### src/rtl/cax_pkg.sv
// Shared constants, types and the length-driven byte swap for the
// configuration address translator. Assumes a 32-bit data path.
package cax_pkg;
    localparam int CAX_AW      = 32;  // configuration address width
    localparam int CAX_DW      = 32;  // data width
    localparam int CAX_DEV_LSB = 11;  // lowest device-select bit
    localparam int CAX_OFF_W   = 3;   // data-window offset bits used
    localparam int CAX_LEN_W   = 3;

    localparam logic [CAX_LEN_W-1:0] LEN_1 = 3'd1;
    localparam logic [CAX_LEN_W-1:0] LEN_2 = 3'd2;
    localparam logic [CAX_LEN_W-1:0] LEN_4 = 3'd4;

    typedef enum logic [1:0] {MODE_PASS, MODE_T1, MODE_T0} cax_mode_t;
    typedef enum logic [0:0] {ST_IDLE, ST_WAIT} cax_st_t;

    // Swap bytes by access length: 2 swaps the low pair, 4 reverses all.
    function automatic logic [CAX_DW-1:0] cax_swap_f(input logic [CAX_DW-1:0] d,
                                                     input logic [CAX_LEN_W-1:0] len);
        case (len)
            LEN_1:   return d;
            LEN_2:   return {d[31:16], d[7:0], d[15:8]};
            default: return {d[7:0], d[15:8], d[23:16], d[31:24]};
        endcase
    endfunction
endpackage

### src/rtl/cax_xlate.sv
// Combinational translation of the held configuration address and the
// data-window offset into a linear configuration address.
// Assumes the device-select field runs from DEV_LSB to the top bit.
module cax_xlate
    import cax_pkg::*;
#(
    parameter int AW      = CAX_AW,
    parameter int DEV_LSB = CAX_DEV_LSB
) (
    input  logic                 clk,
    input  logic                 rst_n,
    input  logic [AW-1:0]        lat,
    input  logic [CAX_OFF_W-1:0] off,
    output logic [AW-1:0]        addr,
    output logic                 invalid
);
    localparam int NSEL  = AW - DEV_LSB;
    localparam int DEV_W = $clog2(NSEL);

    logic [NSEL-1:0]  sel_bits;
    logic [DEV_W-1:0] dev;
    logic             hit;
    cax_mode_t        mode;

    assign sel_bits = lat[AW-1:DEV_LSB];

    // Priority search for the lowest set select bit.
    always_comb begin
        dev = '0;
        hit = 1'b0;
        for (int i = NSEL - 1; i >= 0; i--) begin
            if (sel_bits[i]) begin
                dev = DEV_W'(i);
                hit = 1'b1;
            end
        end
    end

    // Mode choice: top flag first, then the bridged flag.
    always_comb begin
        if (lat[AW-1])  mode = MODE_PASS;
        else if (lat[0]) mode = MODE_T1;
        else             mode = MODE_T0;
    end

    // Assemble the output address for the chosen mode.
    always_comb begin
        addr = '0;
        case (mode)
            MODE_PASS: addr = {lat[AW-1:2], off[1:0]};
            MODE_T1:   addr = {lat[AW-1:3], off};
            default: begin
                addr[DEV_LSB +: DEV_W] = dev;
                addr[DEV_LSB-1:3]      = lat[DEV_LSB-1:3];
                addr[2:0]              = off;
            end
        endcase
    end

    assign invalid = (mode == MODE_T0) && !hit;

    AST_DEV_LOWEST: assert property (@(posedge clk) disable iff (!rst_n)
        (mode == MODE_T0 && hit) |->
            (sel_bits[dev] && ((sel_bits & ((NSEL'(1) << dev) - NSEL'(1))) == '0)));
endmodule

### src/rtl/cax_bswap.sv
// Optional byte swap by access length. Assumes len is 1, 2 or 4;
// when BIG_ENDIAN is 0 the data passes unchanged.
module cax_bswap
    import cax_pkg::*;
#(
    parameter bit BIG_ENDIAN = 1'b1
) (
    input  logic                 clk,
    input  logic                 rst_n,
    input  logic [CAX_LEN_W-1:0] len,
    input  logic [CAX_DW-1:0]    din,
    output logic [CAX_DW-1:0]    dout
);
    // Pick the swapping or the straight variant at build time.
    generate
        if (BIG_ENDIAN) begin : g_swap
            assign dout = cax_swap_f(din, len);
        end else begin : g_flat
            assign dout = din;
        end
    endgenerate

    AST_SWAP_KEEPS_BITS: assert property (@(posedge clk) disable iff (!rst_n)
        $countones(dout) == $countones(din));
    AST_LEN1_FLAT: assert property (@(posedge clk) disable iff (!rst_n)
        (len == LEN_1) |-> (dout == din));
endmodule

### src/rtl/cax_ctrl.sv
// Holds the address register and runs one engine handshake per data
// access. Assumes the engine raises eng_ack only while eng_req is high.
module cax_ctrl
    import cax_pkg::*;
(
    input  logic                 clk,
    input  logic                 rst_n,
    input  logic                 host_req,
    input  logic                 host_we,
    input  logic                 host_sel,
    input  logic [CAX_LEN_W-1:0] host_len,
    input  logic [CAX_DW-1:0]    host_wdata,
    input  logic [CAX_DW-1:0]    wdata_sw,
    input  logic [CAX_AW-1:0]    x_addr,
    input  logic                 x_invalid,
    input  logic                 eng_ack,
    input  logic [CAX_DW-1:0]    rdata_sw,
    output logic                 host_rdy,
    output logic                 host_ack,
    output logic                 host_err,
    output logic [CAX_DW-1:0]    host_rdata,
    output logic [CAX_AW-1:0]    lat,
    output logic                 eng_req,
    output logic                 eng_we,
    output logic [CAX_AW-1:0]    eng_addr,
    output logic [CAX_LEN_W-1:0] eng_len,
    output logic [CAX_DW-1:0]    eng_wdata
);
    cax_st_t st;
    logic    acc;

    assign host_rdy = (st == ST_IDLE);
    assign acc      = host_req && host_rdy;

    // Accept host accesses, run the engine exchange, return the result.
    always_ff @(posedge clk) begin
        if (!rst_n) begin
            st         <= ST_IDLE;
            lat        <= '0;
            host_ack   <= 1'b0;
            host_err   <= 1'b0;
            host_rdata <= '0;
            eng_req    <= 1'b0;
            eng_we     <= 1'b0;
            eng_addr   <= '0;
            eng_len    <= '0;
            eng_wdata  <= '0;
        end else begin
            host_ack <= 1'b0;
            host_err <= 1'b0;
            case (st)
                ST_IDLE: begin
                    if (acc && !host_sel) begin
                        if (host_we) lat <= host_wdata;
                        host_rdata <= lat;
                        host_ack   <= 1'b1;
                    end else if (acc && x_invalid) begin
                        host_rdata <= '1;
                        host_ack   <= 1'b1;
                        host_err   <= 1'b1;
                    end else if (acc) begin
                        eng_req   <= 1'b1;
                        eng_we    <= host_we;
                        eng_addr  <= x_addr;
                        eng_len   <= host_len;
                        eng_wdata <= wdata_sw;
                        st        <= ST_WAIT;
                    end
                end
                default: begin
                    if (eng_ack) begin
                        eng_req    <= 1'b0;
                        host_rdata <= rdata_sw;
                        host_ack   <= 1'b1;
                        st         <= ST_IDLE;
                    end
                end
            endcase
        end
    end

    AST_HOLD_REQ: assert property (@(posedge clk) disable iff (!rst_n)
        (eng_req && !eng_ack) |=> (eng_req && $stable(eng_addr) && $stable(eng_wdata)));
    AST_ACK_FOLLOWS: assert property (@(posedge clk) disable iff (!rst_n)
        (eng_req && eng_ack) |=> (host_ack && !eng_req));
    AST_BUSY_BLOCKS: assert property (@(posedge clk) disable iff (!rst_n)
        eng_req |-> !host_rdy);
    AST_INVALID_NO_ENG: assert property (@(posedge clk) disable iff (!rst_n)
        (acc && host_sel && x_invalid) |=> (host_ack && host_err && !eng_req));
    AST_ADDR_WIN_LOCAL: assert property (@(posedge clk) disable iff (!rst_n)
        (acc && !host_sel) |=> (host_ack && !eng_req && !host_err));
    AST_LEN_LEGAL: assert property (@(posedge clk) disable iff (!rst_n)
        (acc && host_sel) |-> (host_len == LEN_1 || host_len == LEN_2 || host_len == LEN_4));
endmodule

### src/rtl/cfg_addr_xlate.sv
// Top of the configuration address translator: address register,
// translation, byte swaps and the engine handshake.
// Assumes the host decodes both windows and drives host_sel.
module cfg_addr_xlate
    import cax_pkg::*;
#(
    parameter bit BIG_ENDIAN = 1'b1
) (
    input  logic                 clk,
    input  logic                 rst_n,
    input  logic                 host_req,
    output logic                 host_rdy,
    input  logic                 host_we,
    input  logic                 host_sel,
    input  logic [CAX_OFF_W-1:0] host_off,
    input  logic [CAX_LEN_W-1:0] host_len,
    input  logic [CAX_DW-1:0]    host_wdata,
    output logic                 host_ack,
    output logic                 host_err,
    output logic [CAX_DW-1:0]    host_rdata,
    output logic                 eng_req,
    output logic                 eng_we,
    output logic [CAX_AW-1:0]    eng_addr,
    output logic [CAX_LEN_W-1:0] eng_len,
    output logic [CAX_DW-1:0]    eng_wdata,
    input  logic                 eng_ack,
    input  logic [CAX_DW-1:0]    eng_rdata
);
    logic [CAX_AW-1:0] lat;
    logic [CAX_AW-1:0] x_addr;
    logic              x_invalid;
    logic [CAX_DW-1:0] wdata_sw;
    logic [CAX_DW-1:0] rdata_sw;

    cax_xlate u_xlate (
        .clk     (clk),
        .rst_n   (rst_n),
        .lat     (lat),
        .off     (host_off),
        .addr    (x_addr),
        .invalid (x_invalid)
    );

    cax_bswap #(.BIG_ENDIAN(BIG_ENDIAN)) u_wswap (
        .clk   (clk),
        .rst_n (rst_n),
        .len   (host_len),
        .din   (host_wdata),
        .dout  (wdata_sw)
    );

    cax_bswap #(.BIG_ENDIAN(BIG_ENDIAN)) u_rswap (
        .clk   (clk),
        .rst_n (rst_n),
        .len   (eng_len),
        .din   (eng_rdata),
        .dout  (rdata_sw)
    );

    cax_ctrl u_ctrl (
        .clk        (clk),
        .rst_n      (rst_n),
        .host_req   (host_req),
        .host_we    (host_we),
        .host_sel   (host_sel),
        .host_len   (host_len),
        .host_wdata (host_wdata),
        .wdata_sw   (wdata_sw),
        .x_addr     (x_addr),
        .x_invalid  (x_invalid),
        .eng_ack    (eng_ack),
        .rdata_sw   (rdata_sw),
        .host_rdy   (host_rdy),
        .host_ack   (host_ack),
        .host_err   (host_err),
        .host_rdata (host_rdata),
        .lat        (lat),
        .eng_req    (eng_req),
        .eng_we     (eng_we),
        .eng_addr   (eng_addr),
        .eng_len    (eng_len),
        .eng_wdata  (eng_wdata)
    );
endmodule

### config.mk
export PLATFORM = sky130hd
export DESIGN_NAME = cfg_addr_xlate
export DESIGN_NICKNAME = d
export VERILOG_FILES = /design/src/rtl/cax_pkg.sv /design/src/rtl/cax_xlate.sv /design/src/rtl/cax_bswap.sv /design/src/rtl/cax_ctrl.sv /design/src/rtl/cfg_addr_xlate.sv
export SDC_FILE = /design/constraint.sdc
export NUM_CORES = 1
export LEC_CHECK = 0
export ABC_AREA = 1
export BUFFER_PORTS_ARGS = -buffer_cell sky130_fd_sc_hd__buf_2
export CAP_MARGIN = 20
export CORE_UTILIZATION = 53
export CTS_BUF_LIST = sky130_fd_sc_hd__clkbuf_4
export DETAILED_ROUTE_END_ITERATION = 16
export MAX_ROUTING_LAYER = met4
export PLACE_DENSITY = 0.82
export SYNTH_ARGS = -nofsm -noshare
export SYNTH_HDL_FRONTEND = slang
export SYNTH_SLANG_ARGS = --single-unit
### constraint.sdc
create_clock -name clk -period 2.4 [get_ports clk]
set_input_delay 0.48 -clock clk [delete_from_list [all_inputs] [get_ports clk]]
set_output_delay 0.48 -clock clk [all_outputs]
set_load 0.02 [all_outputs]
==> reports/qor.tcl, run 1 <==
set qor(clock_sinks) 136
set qor(worst_path_max_delay_cell) {sky130_fd_sc_hd__dfxtp_1}
set qor(wl_per_cell_um) 17.0
set qor(critical_path_peak_fanout) 42
set qor(maxClockFrequency_mhz) 483
set qor(detail-route-antenna-nets) 0
set qor(gp_congestion) 0.994
set qor(synthDistinctLibCells) 36
set qor(min_period_over_period_pct) 86.2
set qor(initial_core_util_pct) 54.7
set qor(run_status) {finished, final reports clean}
set qor(synth_top_area_share_pct) 45.6
set qor(timing.critical_path.arrival_ns) 2.50
set qor(endpoint_kind) {flop}
set qor(cp-start-kind) {flop}
set qor(grt_start_max_net_pins) 84
set qor(cts_hold_bufs) 0
set qor(placed_area_mm2) 0.00699
set qor(viasPerCell) 5.81
set qor(synth-seq-area-share_pct) 45.6
set qor(total_power_per_unit_cell_area_mw_per_mm2) 744
set qor(tightestPinTransition_ns) 0.626
set qor(clock_tree.buffer_depth) 2
set qor(ir_drop_mv) 0.380
set qor(finalWirelength_um) 19300
set qor(number_of_clock_buffers_inserted_by_tritoncts) 17
set qor(clock_skew_ns) 0.0290
set qor(ys_seq_elements) 136
set qor(final_nets) 1059
set qor(r2r_setup_slk_ns) 0.33
set qor(number_of_antenna_violations_at_the_first_check_in_global_routing) 0
set qor(netlist_top_cells_area) {sky130_fd_sc_hd__dfxtp_1, sky130_fd_sc_hd__o21ai_0, sky130_fd_sc_hd__a21oi_1, sky130_fd_sc_hd__nor2_1, sky130_fd_sc_hd__nand3_1}
set qor(syn_nets) 894
set qor(detail_route.drc_violations) 0
set qor(floorplan.rows) 38
set qor(die_w_um) 108
set qor(clock_insertion_delay_worst_skew_ns) 0.54
set qor(design_area_mm2) 0.00735
set qor(final_layout_size_suffix_gt1_share_pct) 25.3
set qor(worst-r2r-cell-count) 13
set qor(grt_pass1_wl_um) 29400
set qor(setup.worst_path.class) {flop to flop}
set qor(p_leak_nw) 3.40
set qor(mappedNetlistArea_mm2) 0.00598
set qor(maxSlewViolCount) 0
set qor(antennaDiodeCount) 0
set qor(synth.yosys.warnings) 0
set qor(cts_tree) {done}
set qor(cp.required_ns) 2.83
set qor(path_delay_family) {simple AND/OR/NAND/NOR gates}
set qor(critical_path.cell_chain) {nor2_4, inv_2, nor2_4, nand2_2, nor3_4, nand2_1, nor4_2, inv_2, nand2_4, inv_4, buf_12, o21ai_0, a21oi_1}
set qor(worstReg2RegEnd) {u_ctrl.eng_wdata[18]}
set qor(die_height_um) 108
set qor(finalSetupViolCount) 0
set qor(critical_path.n_buffers_inverters) 4
set qor(floorplan.die_area_mm2) 0.0117
set qor(synth_cells) 818
set qor(drt_iter0_markers) 616
set qor(final.setup.tns_ns) 0
set qor(holdCritPathClass) {primary input to flop}
set qor(syn-mean-instance-area_um2) 7.31
set qor(path_clk_slew_ns) 0.13
set qor(holdCritStartpoint) {eng_ack}
set qor(first_global_vias) 5866
set qor(synth_largest_area_cell) {sky130_fd_sc_hd__dfxtp_1}
set qor(top_level_ports) 180
set qor(crit_path_max_incr_delay_ns) 0.39
set qor(htree_num_levels) 4
set qor(routed-via-count) 6599
set qor(grt.overflow.total) 0
set qor(area_growth_pct) 22.9
set qor(place_hpwl_um) 13900
set qor(detailedRoute.firstPassIterationCount) 6
set qor(destination_of_the_worst_hold_path) {u_ctrl.eng_req}
set qor(finalCriticalPeriod_ns) 2.07
set qor(floorplan.core_area_mm2) 0.0109
set qor(final-hold-violation-count) 0
set qor(worst_slew_margin_rel_pct) 58.3
set qor(global_route.usage.total_pct) 33.8
set qor(startpoint_of_the_worst_register_to_register_path) {u_ctrl.lat[31]}
set qor(port_buffers) 179
set qor(cap_violations) 0
set qor(clock_tree.root_cell) {sky130_fd_sc_hd__clkbuf_4}
set qor(unrepaired_setup_endpoints_after_global_routing) {false}
set qor(hold_path_depth) 2
-- sequential cells by signal, summed over array words and instances (netlist names), 3 cells and up --
| register | flops |
|---|---|
| u_ctrl.eng_addr | 32 |
| u_ctrl.eng_len | 3 |
| u_ctrl.eng_wdata | 32 |
| u_ctrl.host_rdata | 32 |
| u_ctrl.lat | 32 |
-- layout make-up --
cell class | instances | area, µm²
Clock buffer | 19 | 143
Clock inverter | 13 | 171
Fill cell | 986 | 3590
Inverter | 78 | 295
Multi-Input combinational cell | 544 | 2710
Sequential cell | 136 | 2720
Tap cell | 140 | 175
Timing Repair Buffer | 206 | 1140
-- worst register-to-register path, cell delays in order (launching register included) --
cell,delay [ns]
sky130_fd_sc_hd__dfxtp_1,0.39
sky130_fd_sc_hd__nor2_4,0.16
sky130_fd_sc_hd__inv_2,0.06
sky130_fd_sc_hd__nor2_4,0.09
sky130_fd_sc_hd__nand2_2,0.08
sky130_fd_sc_hd__nor3_4,0.15
sky130_fd_sc_hd__nand2_1,0.11
sky130_fd_sc_hd__nor4_2,0.18
sky130_fd_sc_hd__inv_2,0.11
sky130_fd_sc_hd__nand2_4,0.08
sky130_fd_sc_hd__inv_4,0.11
sky130_fd_sc_hd__buf_12,0.21
sky130_fd_sc_hd__o21ai_0,0.20
sky130_fd_sc_hd__a21oi_1,0.06
-- synthesized netlist by cell type --
cell type and number:
sky130_fd_sc_hd__a211oi_1 1, sky130_fd_sc_hd__a211oi_2 1, sky130_fd_sc_hd__a21oi_1 112, sky130_fd_sc_hd__a221oi_1 2
sky130_fd_sc_hd__a22oi_1 1, sky130_fd_sc_hd__a31o_2 1, sky130_fd_sc_hd__a31oi_1 3, sky130_fd_sc_hd__buf_1 9
sky130_fd_sc_hd__buf_2 13, sky130_fd_sc_hd__buf_6 2, sky130_fd_sc_hd__clkbuf_1 36, sky130_fd_sc_hd__clkinv_1 2
sky130_fd_sc_hd__dfxtp_1 136, sky130_fd_sc_hd__inv_1 73, sky130_fd_sc_hd__inv_2 3, sky130_fd_sc_hd__nand2_1 72
sky130_fd_sc_hd__nand2_2 1, sky130_fd_sc_hd__nand2_4 1, sky130_fd_sc_hd__nand3_1 55, sky130_fd_sc_hd__nand4_1 1
sky130_fd_sc_hd__nor2_1 90, sky130_fd_sc_hd__nor2_2 1, sky130_fd_sc_hd__nor2_4 2, sky130_fd_sc_hd__nor3_1 2
sky130_fd_sc_hd__nor3_4 1, sky130_fd_sc_hd__nor4_1 1, sky130_fd_sc_hd__nor4_2 1, sky130_fd_sc_hd__o211ai_1 8
sky130_fd_sc_hd__o21ai_0 121, sky130_fd_sc_hd__o21ai_1 13, sky130_fd_sc_hd__o21ai_2 1, sky130_fd_sc_hd__o221a_2 1
sky130_fd_sc_hd__o221ai_1 7, sky130_fd_sc_hd__o22ai_1 42, sky130_fd_sc_hd__o31ai_1 1, sky130_fd_sc_hd__o32ai_1 1
-- metrics by stage --
stage,utilization [%],power [mW],setup WS (ns),hold slack (ns),cells
after floorplan,-,3.39,0.507,0.467,818
after global placement,63.9,3.81,0.185,0.454,1102
after detailed placement,63.9,3.83,0.0664,0.456,1102
after CTS,66.8,5.45,0.0546,0.110,1134
after global routing,67.2,5.73,0.0991,0.0950,1136
final,67.2,5.47,0.331,0.140,1136
-- repair_timing --
item,CTS,global route
buffers inserted,0,0
resized for setup,0,2
endpoints found under the setup margin,0,8
-- cell usage in the layout, fill, tap and decap left out, types with 2 or more instances in the layout --
cell / netlist / final
sky130_fd_sc_hd__nor3_1: 2 / 2
sky130_fd_sc_hd__buf_2: 13 / 179
sky130_fd_sc_hd__clkbuf_4: 0 / 19
sky130_fd_sc_hd__inv_1: 73 / 73
sky130_fd_sc_hd__a221oi_1: 2 / 2
sky130_fd_sc_hd__a21oi_1: 112 / 112
sky130_fd_sc_hd__a31oi_1: 3 / 3
sky130_fd_sc_hd__inv_2: 3 / 2
sky130_fd_sc_hd__buf_4: 0 / 24
sky130_fd_sc_hd__clkinv_4: 0 / 5
sky130_fd_sc_hd__o221ai_1: 7 / 7
sky130_fd_sc_hd__clkinv_1: 2 / 2
sky130_fd_sc_hd__dfxtp_1: 136 / 136
sky130_fd_sc_hd__o21ai_1: 13 / 13
sky130_fd_sc_hd__nor2_4: 2 / 2
sky130_fd_sc_hd__nor2_1: 90 / 90
sky130_fd_sc_hd__o21ai_0: 121 / 121
sky130_fd_sc_hd__clkinvlp_4: 0 / 2
sky130_fd_sc_hd__nand3_1: 55 / 55
sky130_fd_sc_hd__o22ai_1: 42 / 42
sky130_fd_sc_hd__inv_6: 0 / 2
sky130_fd_sc_hd__bufinv_16: 0 / 3
sky130_fd_sc_hd__o211ai_1: 8 / 8
sky130_fd_sc_hd__nand2_1: 72 / 72
-- cells by family (layout without fill, tap and decap cells) --
kind of cell / after synthesis / after routing / synth area share [%]
buffers and inverters: 138 / 316 / 9.19
AOI/OAI and AO/OA: 316 / 316 / 28.8
and+or+nand+nor: 228 / 228 / 16.4
DFF: 136 / 136 / 45.6
-- how the worst max path moves through the flow --
stage	depth (start not counted)	to	start	slack [ns]
global placement	11	u_ctrl.host_rdata[25]	u_ctrl.lat[31]	0.18
finish	13	u_ctrl.eng_wdata[18]	u_ctrl.lat[31]	0.33
detailed placement	11	u_ctrl.host_rdata[23]	u_ctrl.lat[31]	0.07
floorplan	11	u_ctrl.host_rdata[8]	u_ctrl.eng_len[0]	0.51
global route	13	u_ctrl.eng_wdata[6]	u_ctrl.lat[31]	0.1
CTS	11	u_ctrl.host_rdata[23]	u_ctrl.lat[31]	0.05
-- layer usage --
layer	vias up	global-route usage (%)	share of wire, %
met1	2962	43.9	41
met4	0	18.8	4.2
met3	69	6.75	10
met5	-	-	0
met2	419	49.1	45
li1	3149	-	-
-- report_power, final --
group / switching, mW / internal, mW
Sequential: 0.125 / 2.44
Clock: 0.891 / 0.758
Combinational: 0.831 / 0.418
No activity file was read; power rests on OpenSTA's default activity.
==> run 2: changes to the inputs <==
--- a/config.mk
+++ b/config.mk
@@ -8,11 +8,13 @@
 export ABC_AREA = 1
 export BUFFER_PORTS_ARGS = -buffer_cell sky130_fd_sc_hd__buf_2
 export CAP_MARGIN = 20
-export CORE_UTILIZATION = 53
+export CELL_PAD_IN_SITES_DETAIL_PLACEMENT = 0
+export CELL_PAD_IN_SITES_GLOBAL_PLACEMENT = 2
+export CORE_UTILIZATION = 29
 export CTS_BUF_LIST = sky130_fd_sc_hd__clkbuf_4
 export DETAILED_ROUTE_END_ITERATION = 16
 export MAX_ROUTING_LAYER = met4
-export PLACE_DENSITY = 0.82
+export PLACE_DENSITY_LB_ADDON = 0.1
 export SYNTH_ARGS = -nofsm -noshare
 export SYNTH_HDL_FRONTEND = slang
 export SYNTH_SLANG_ARGS = --single-unit
==> run 2 against run 1 <==
Net effect:
- first-iteration DRC count fell by 41%
- register-to-register slack got worse by 0.13 ns
- via count down 3.7%
- highest routed layer unchanged
==> reports/qor.tcl, run 2 (same netlist as run 1, synthesis figures left out) <==
set qor(clock_skew_ns) 0.0315
set qor(destination_of_the_worst_hold_path) {u_ctrl.eng_req}
set qor(initial_core_util_pct) 29.5
set qor(detail_route.drc_violations) 0
set qor(area_growth_pct) 25.7
set qor(setup.worst_path.class) {flop to flop}
set qor(total_power_per_unit_cell_area_mw_per_mm2) 723
set qor(final-hold-violation-count) 0
set qor(run_status) {finished, final reports clean}
set qor(internal_power_mw) 3.57
set qor(cap_violations) 0
set qor(routed-via-count) 6356
set qor(place_hpwl_um) 17600
set qor(worstReg2RegEnd) {u_ctrl.eng_wdata[24]}
set qor(r2r_setup_slk_ns) 0.20
set qor(gp_congestion) 0.877
set qor(number_of_clock_buffers_inserted_by_tritoncts) 17
set qor(cts_setup_buffers) 0
set qor(cp-start-kind) {flop}
set qor(cts_tree) {done}
set qor(design_area_mm2) 0.00751
set qor(power.share.switching_pct) 34.2
set qor(startpoint_of_the_worst_register_to_register_path) {u_ctrl.lat[31]}
set qor(unrepaired_setup_endpoints_after_global_routing) {false}
set qor(grt_start_max_net_pins) 105
set qor(top_level_ports) 180
set qor(detailedRoute.firstPassIterationCount) 6
set qor(first_global_vias) 6167
set qor(mostFrequentLayoutCell) {sky130_fd_sc_hd__buf_2}
set qor(clock_insertion_delay_worst_skew_ns) 0.55
set qor(worst-r2r-cell-count) 13
set qor(timing.critical_path.arrival_ns) 2.60
set qor(hold_path_depth) 2
set qor(grt_pass1_wl_um) 34900
set qor(min_period_over_period_pct) 91.6
set qor(floorplan.rows) 52
set qor(port_buffers) 179
set qor(ir_drop_mv) 0.242
set qor(cp.required_ns) 2.81
set qor(die_w_um) 146
set qor(clock_sinks) 136
set qor(final_nets) 1062
set qor(final.setup.tns_ns) 0
set qor(placed_area_mm2) 0.00721
set qor(drt_iter0_markers) 363
set qor(holdCritPathClass) {primary input to flop}
set qor(final_layout_size_suffix_gt1_share_pct) 25.2
set qor(finalWirelength_um) 22900
set qor(viasPerCell) 5.00
set qor(floorplan.core_area_mm2) 0.0202
set qor(maxSlewViolCount) 0
set qor(p_leak_nw) 3.39
set qor(detail-route-antenna-nets) 0
set qor(clockPowerShare_pct) 29.1
set qor(sequential_cell_fraction_of_total_power_pct) 47.4
set qor(p_switching_mw) 1.86
set qor(clock_tree.buffer_depth) 2
set qor(clock_tree.root_cell) {sky130_fd_sc_hd__clkbuf_4}
set qor(path_clk_slew_ns) 0.11
set qor(critical_path_peak_fanout) 104
set qor(report.power.total_mw) 5.43
set qor(wl_per_cell_um) 18.0
set qor(holdCritStartpoint) {eng_ack}
set qor(layout.core_utilization_pct) 37.1
set qor(number_of_antenna_violations_at_the_first_check_in_global_routing) 1
set qor(global_route.usage.total_pct) 22.2
set qor(grt.overflow.total) 0
set qor(tightestPinTransition_ns) 0.739
set qor(finalCriticalPeriod_ns) 2.20
set qor(die_height_um) 146
set qor(htree_num_levels) 4
set qor(finalSetupViolCount) 0
set qor(worst_slew_margin_rel_pct) 50.7
set qor(top_library_cells_by_usage_in_the_layout_fill_and_taps_aside) {sky130_fd_sc_hd__buf_2, sky130_fd_sc_hd__dfxtp_1, sky130_fd_sc_hd__o21ai_0}
set qor(maxClockFrequency_mhz) 455
set qor(floorplan.die_area_mm2) 0.0212
set qor(pwr-share-comb_pct) 23.5
set qor(endpoint_kind) {flop}
## run 2: what timing repair did
| item | in CTS | in global routing |
|---|---|---|
| hold buffers | 0 | 0 |
| gates resized for setup | 0 | 2 |
| endpoints found under the setup margin | 0 | 36 |
## run 2: cell type report
class / instances / area (µm²)
fillers: 2258 / 12700
flip-flops and latches: 136 / 2720
multi-input cells: 544 / 2710
repair buffers: 209 / 1150
well taps: 270 / 338
inverters: 78 / 293
clock inverters: 14 / 158
clock buffers: 17 / 128
diodes: 2 / 5.00
## run 2: worst max path at each step
stage	from	to	slack, ns	cells past startpoint
global route	u_ctrl.lat[31]	u_ctrl.eng_wdata[21]	0.03	13
global placement	u_ctrl.lat[31]	u_ctrl.host_rdata[26]	0.04	11
floorplan	u_ctrl.eng_len[0]	u_ctrl.host_rdata[8]	0.51	11
detailed placement	u_ctrl.lat[31]	u_ctrl.eng_addr[12]	0.14	12
CTS	u_ctrl.lat[31]	u_ctrl.eng_addr[12]	0.11	12
finish	u_ctrl.lat[31]	u_ctrl.eng_wdata[24]	0.20	13
## run 2: per-stage QoR
| step | hold slack [ns] | setup slack [ns] | instances |
|---|---|---|---|
| 6_report | 0.134 | 0.202 | 1270 |
| 5_1_grt | 0.0815 | 0.0294 | 1270 |
| 4_1_cts | 0.0819 | 0.109 | 1268 |
| 3_5_place_dp | 0.457 | 0.145 | 1237 |
| 3_3_place_gp | 0.458 | 0.0447 | 1236 |
| 2_1_floorplan | 0.467 | 0.507 | 818 |
## run 2: worst max-delay path: stages (launching register included)
cell	delay (ns)
sky130_fd_sc_hd__dfxtp_2	0.38
sky130_fd_sc_hd__nor2_4	0.13
sky130_fd_sc_hd__inv_2	0.06
sky130_fd_sc_hd__nor2_4	0.08
sky130_fd_sc_hd__nand2_2	0.07
sky130_fd_sc_hd__nor3_4	0.14
sky130_fd_sc_hd__nand2_1	0.11
sky130_fd_sc_hd__nor4_2	0.18
sky130_fd_sc_hd__inv_2	0.14
sky130_fd_sc_hd__nand2_8	0.14
sky130_fd_sc_hd__inv_2	0.07
sky130_fd_sc_hd__buf_12	0.21
sky130_fd_sc_hd__o21ai_0	0.22
sky130_fd_sc_hd__a21oi_1	0.06
## run 2: power groups by stage
stage	Clock (mW)	Sequential, mW	Combinational, mW
2_1_floorplan	0	2.78	0.607
3_3_place_gp	0	2.62	1.27
3_5_place_dp	0	2.63	1.28
4_1_cts	1.64	2.58	1.28
5_1_grt	1.74	2.60	1.40
6_report	1.58	2.57	1.28
## run 2: layer usage
layer	track usage [%]	routed length [µm]	part of all wire [%]
met3	5.55	1500	6.6
met2	33.8	10300	45
met1	28.4	10500	46
met4	8.26	583	2.5
met5	-	0	0
==> run 3: changes to the inputs <==
--- a/config.mk
+++ b/config.mk
@@ -10,8 +10,8 @@
 export CAP_MARGIN = 20
 export CELL_PAD_IN_SITES_DETAIL_PLACEMENT = 0
 export CELL_PAD_IN_SITES_GLOBAL_PLACEMENT = 2
-export CORE_UTILIZATION = 29
-export CTS_BUF_LIST = sky130_fd_sc_hd__clkbuf_4
+export CORE_UTILIZATION = 28
+export CTS_BUF_LIST = sky130_fd_sc_hd__clkbuf_4 sky130_fd_sc_hd__clkbuf_8 sky130_fd_sc_hd__clkbuf_16
 export DETAILED_ROUTE_END_ITERATION = 16
 export MAX_ROUTING_LAYER = met4
 export PLACE_DENSITY_LB_ADDON = 0.1
==> run 3 against run 2 <==
Net effect:
- the run now ends with design-rule violations left
- wire length up 2.7%
- clock power up 72%
- die area up 3.5%
- final cell count up 0.31%
- setup slack better by 0.0088 ns
- sequential power about the same
- global-route usage about the same
- largest power group is now clock
- worst hold slack better by 0.13 ns
- sequential share of layout area down 1.4 points
- combinational power about the same
- via count down 1.3%
==> reports/qor.tcl, run 3 (same netlist as run 1, synthesis figures left out) <==
set qor(run_status) {finished with violations}
set qor(failed_checks) {design-rule violations}
set qor(worst_slew_margin_rel_pct) 53.4
set qor(holdCritStartpoint) {eng_ack}
set qor(critical_path_peak_fanout) 65
set qor(timing.critical_path.arrival_ns) 2.50
set qor(number_of_antenna_violations_at_the_first_check_in_global_routing) 1
set qor(final_std_cells_w_o_fill) 1274
set qor(final_layout_size_suffix_gt1_share_pct) 25.6
set qor(crit_top_cell) {sky130_fd_sc_hd__inv_2}
set qor(clock_tree.buffer_depth) 2
set qor(drt_iter0_markers) 423
set qor(grt_pass1_wl_um) 35200
set qor(top_library_cells_by_usage_in_the_layout_fill_and_taps_aside) {sky130_fd_sc_hd__buf_2, sky130_fd_sc_hd__dfxtp_1, sky130_fd_sc_hd__o21ai_0}
set qor(grt.overflow.total) 0
set qor(maxSlewViolCount) 0
set qor(crit_path_max_incr_delay_ns) 0.39
set qor(die_height_um) 148
set qor(finalSetupViolCount) 0
set qor(cap_violations) 0
set qor(clock_insertion_delay_worst_skew_ns) 0.43
set qor(min_period_over_period_pct) 91.2
set qor(global_route.usage.total_pct) 22.3
set qor(holdCritPathClass) {primary input to flop}
set qor(post_cts.resized_instances) 0
set qor(worst-r2r-cell-count) 13
set qor(cp.required_ns) 2.71
set qor(tightestPinTransition_ns) 0.699
set qor(grt_start_max_net_pins) 66
set qor(viasPerCell) 4.93
set qor(detail-route-antenna-nets) 0
set qor(wl_per_cell_um) 18.5
set qor(hold_path_depth) 2
set qor(finalCriticalPeriod_ns) 2.19
set qor(final.fill_count) 2361
set qor(endpoint_kind) {flop}
set qor(cts_tree) {done}
set qor(number_of_clock_buffers_inserted_by_tritoncts) 17
set qor(r2r_setup_slk_ns) 0.21
set qor(total_power_per_unit_cell_area_mw_per_mm2) 842
set qor(floorplan.rows) 53
set qor(top_level_ports) 180
set qor(floorplan.die_area_mm2) 0.0219
set qor(final_nets) 1061
set qor(path_clk_slew_ns) 0.06
set qor(die_w_um) 148
set qor(finalWirelength_um) 23500
set qor(detail_route.drc_violations) 2
set qor(htree_num_levels) 4
set qor(area_growth_pct) 30.8
set qor(cts_hold_bufs) 0
set qor(placed_area_mm2) 0.00721
set qor(maxClockFrequency_mhz) 457
set qor(final-hold-violation-count) 0
set qor(initial_core_util_pct) 28.5
set qor(clock_tree.root_cell) {sky130_fd_sc_hd__clkbuf_16}
set qor(routed-via-count) 6275
set qor(p_leak_nw) 3.53
set qor(mostFrequentLayoutCell) {sky130_fd_sc_hd__buf_2}
set qor(placed_cells_incl_taps) 1241
set qor(cp-start-kind) {flop}
set qor(worst_path_max_delay_cell) {sky130_fd_sc_hd__dfxtp_1}
set qor(critical_path.cell_chain) {nor2_4, inv_2, nor2_4, nand2_2, nor3_4, nand2_1, nor4_2, inv_2, nand2_4, inv_2, buf_12, o21ai_0, a21oi_1}
set qor(layout.area.seq_mm2) 0.00272
set qor(place_hpwl_um) 17600
set qor(worstReg2RegEnd) {u_ctrl.eng_wdata[23]}
set qor(ir_drop_mv) 0.441
set qor(unrepaired_setup_endpoints_after_global_routing) {false}
set qor(clock_skew_ns) 0.0107
set qor(final.setup.tns_ns) 0
set qor(first_global_vias) 6087
set qor(destination_of_the_worst_hold_path) {u_ctrl.eng_req}
set qor(cts_setup_buffers) 0
set qor(design_area_mm2) 0.00782
set qor(port_buffers) 179
set qor(floorplan.core_area_mm2) 0.0210
set qor(gp_congestion) 0.813
set qor(detailedRoute.firstPassIterationCount) 11
set qor(multi_input_gate_area_mm2) 0.00271
set qor(startpoint_of_the_worst_register_to_register_path) {u_ctrl.lat[31]}
set qor(clock_sinks) 136
set qor(setup.worst_path.class) {flop to flop}
run 3: routing by layer:
| layer | GRT usage, % | part of all wire [%] |
|---|---|---|
| met5 | - | 0 |
| met2 | 35.7 | 47 |
| met3 | 3.93 | 5.3 |
| met1 | 28.4 | 47 |
| met4 | 7.06 | 1.6 |
run 3: cell type report:
type,count,share of cell area [%]
Sequential cell,136,34.8
Multi-Input combinational cell,544,34.6
Timing Repair Buffer,208,14.6
Clock buffer,20,5.89
Tap cell,275,4.40
Inverter,78,3.75
Clock inverter,12,1.90
Antenna cell,1,0.0320
run 3: power by group:
part	switching [mW]	internal (mW)
clock	1.03	1.69
combinational	0.861	0.416
sequential	0.129	2.45
total	2.02	4.56
run 3: worst max-delay path by stage:
stage | to | start | depth (start not counted)
finish | u_ctrl.eng_wdata[23] | u_ctrl.lat[31] | 13
detailed placement | u_ctrl.eng_addr[12] | u_ctrl.lat[31] | 12
global placement | u_ctrl.eng_addr[12] | u_ctrl.lat[31] | 12
floorplan | u_ctrl.host_rdata[8] | u_ctrl.eng_len[0] | 11
global route | u_ctrl.eng_wdata[31] | u_ctrl.lat[31] | 13
CTS | u_ctrl.eng_addr[12] | u_ctrl.lat[31] | 12
run 3: critical path: cells and delay by family (launching register included):
family / cells / cell delay, ns
AO/OA/AOI/OAI: 2 / 0.26
flip-flops: 1 / 0.39
buffers and inverters: 4 / 0.54
AND/OR/NAND/NOR: 7 / 0.83
run 3: through the flow:
stage	util, %	setup WS (ns)	power (mW)	hold slack, ns
finish	37.3	0.211	6.58	0.264
global route	37.3	0.00602	6.87	0.284
CTS	37.3	0.229	6.64	0.254
detailed placement	34.4	0.255	3.91	0.456
global placement	34.4	0.291	3.91	0.457
floorplan	-	0.507	3.39	0.467
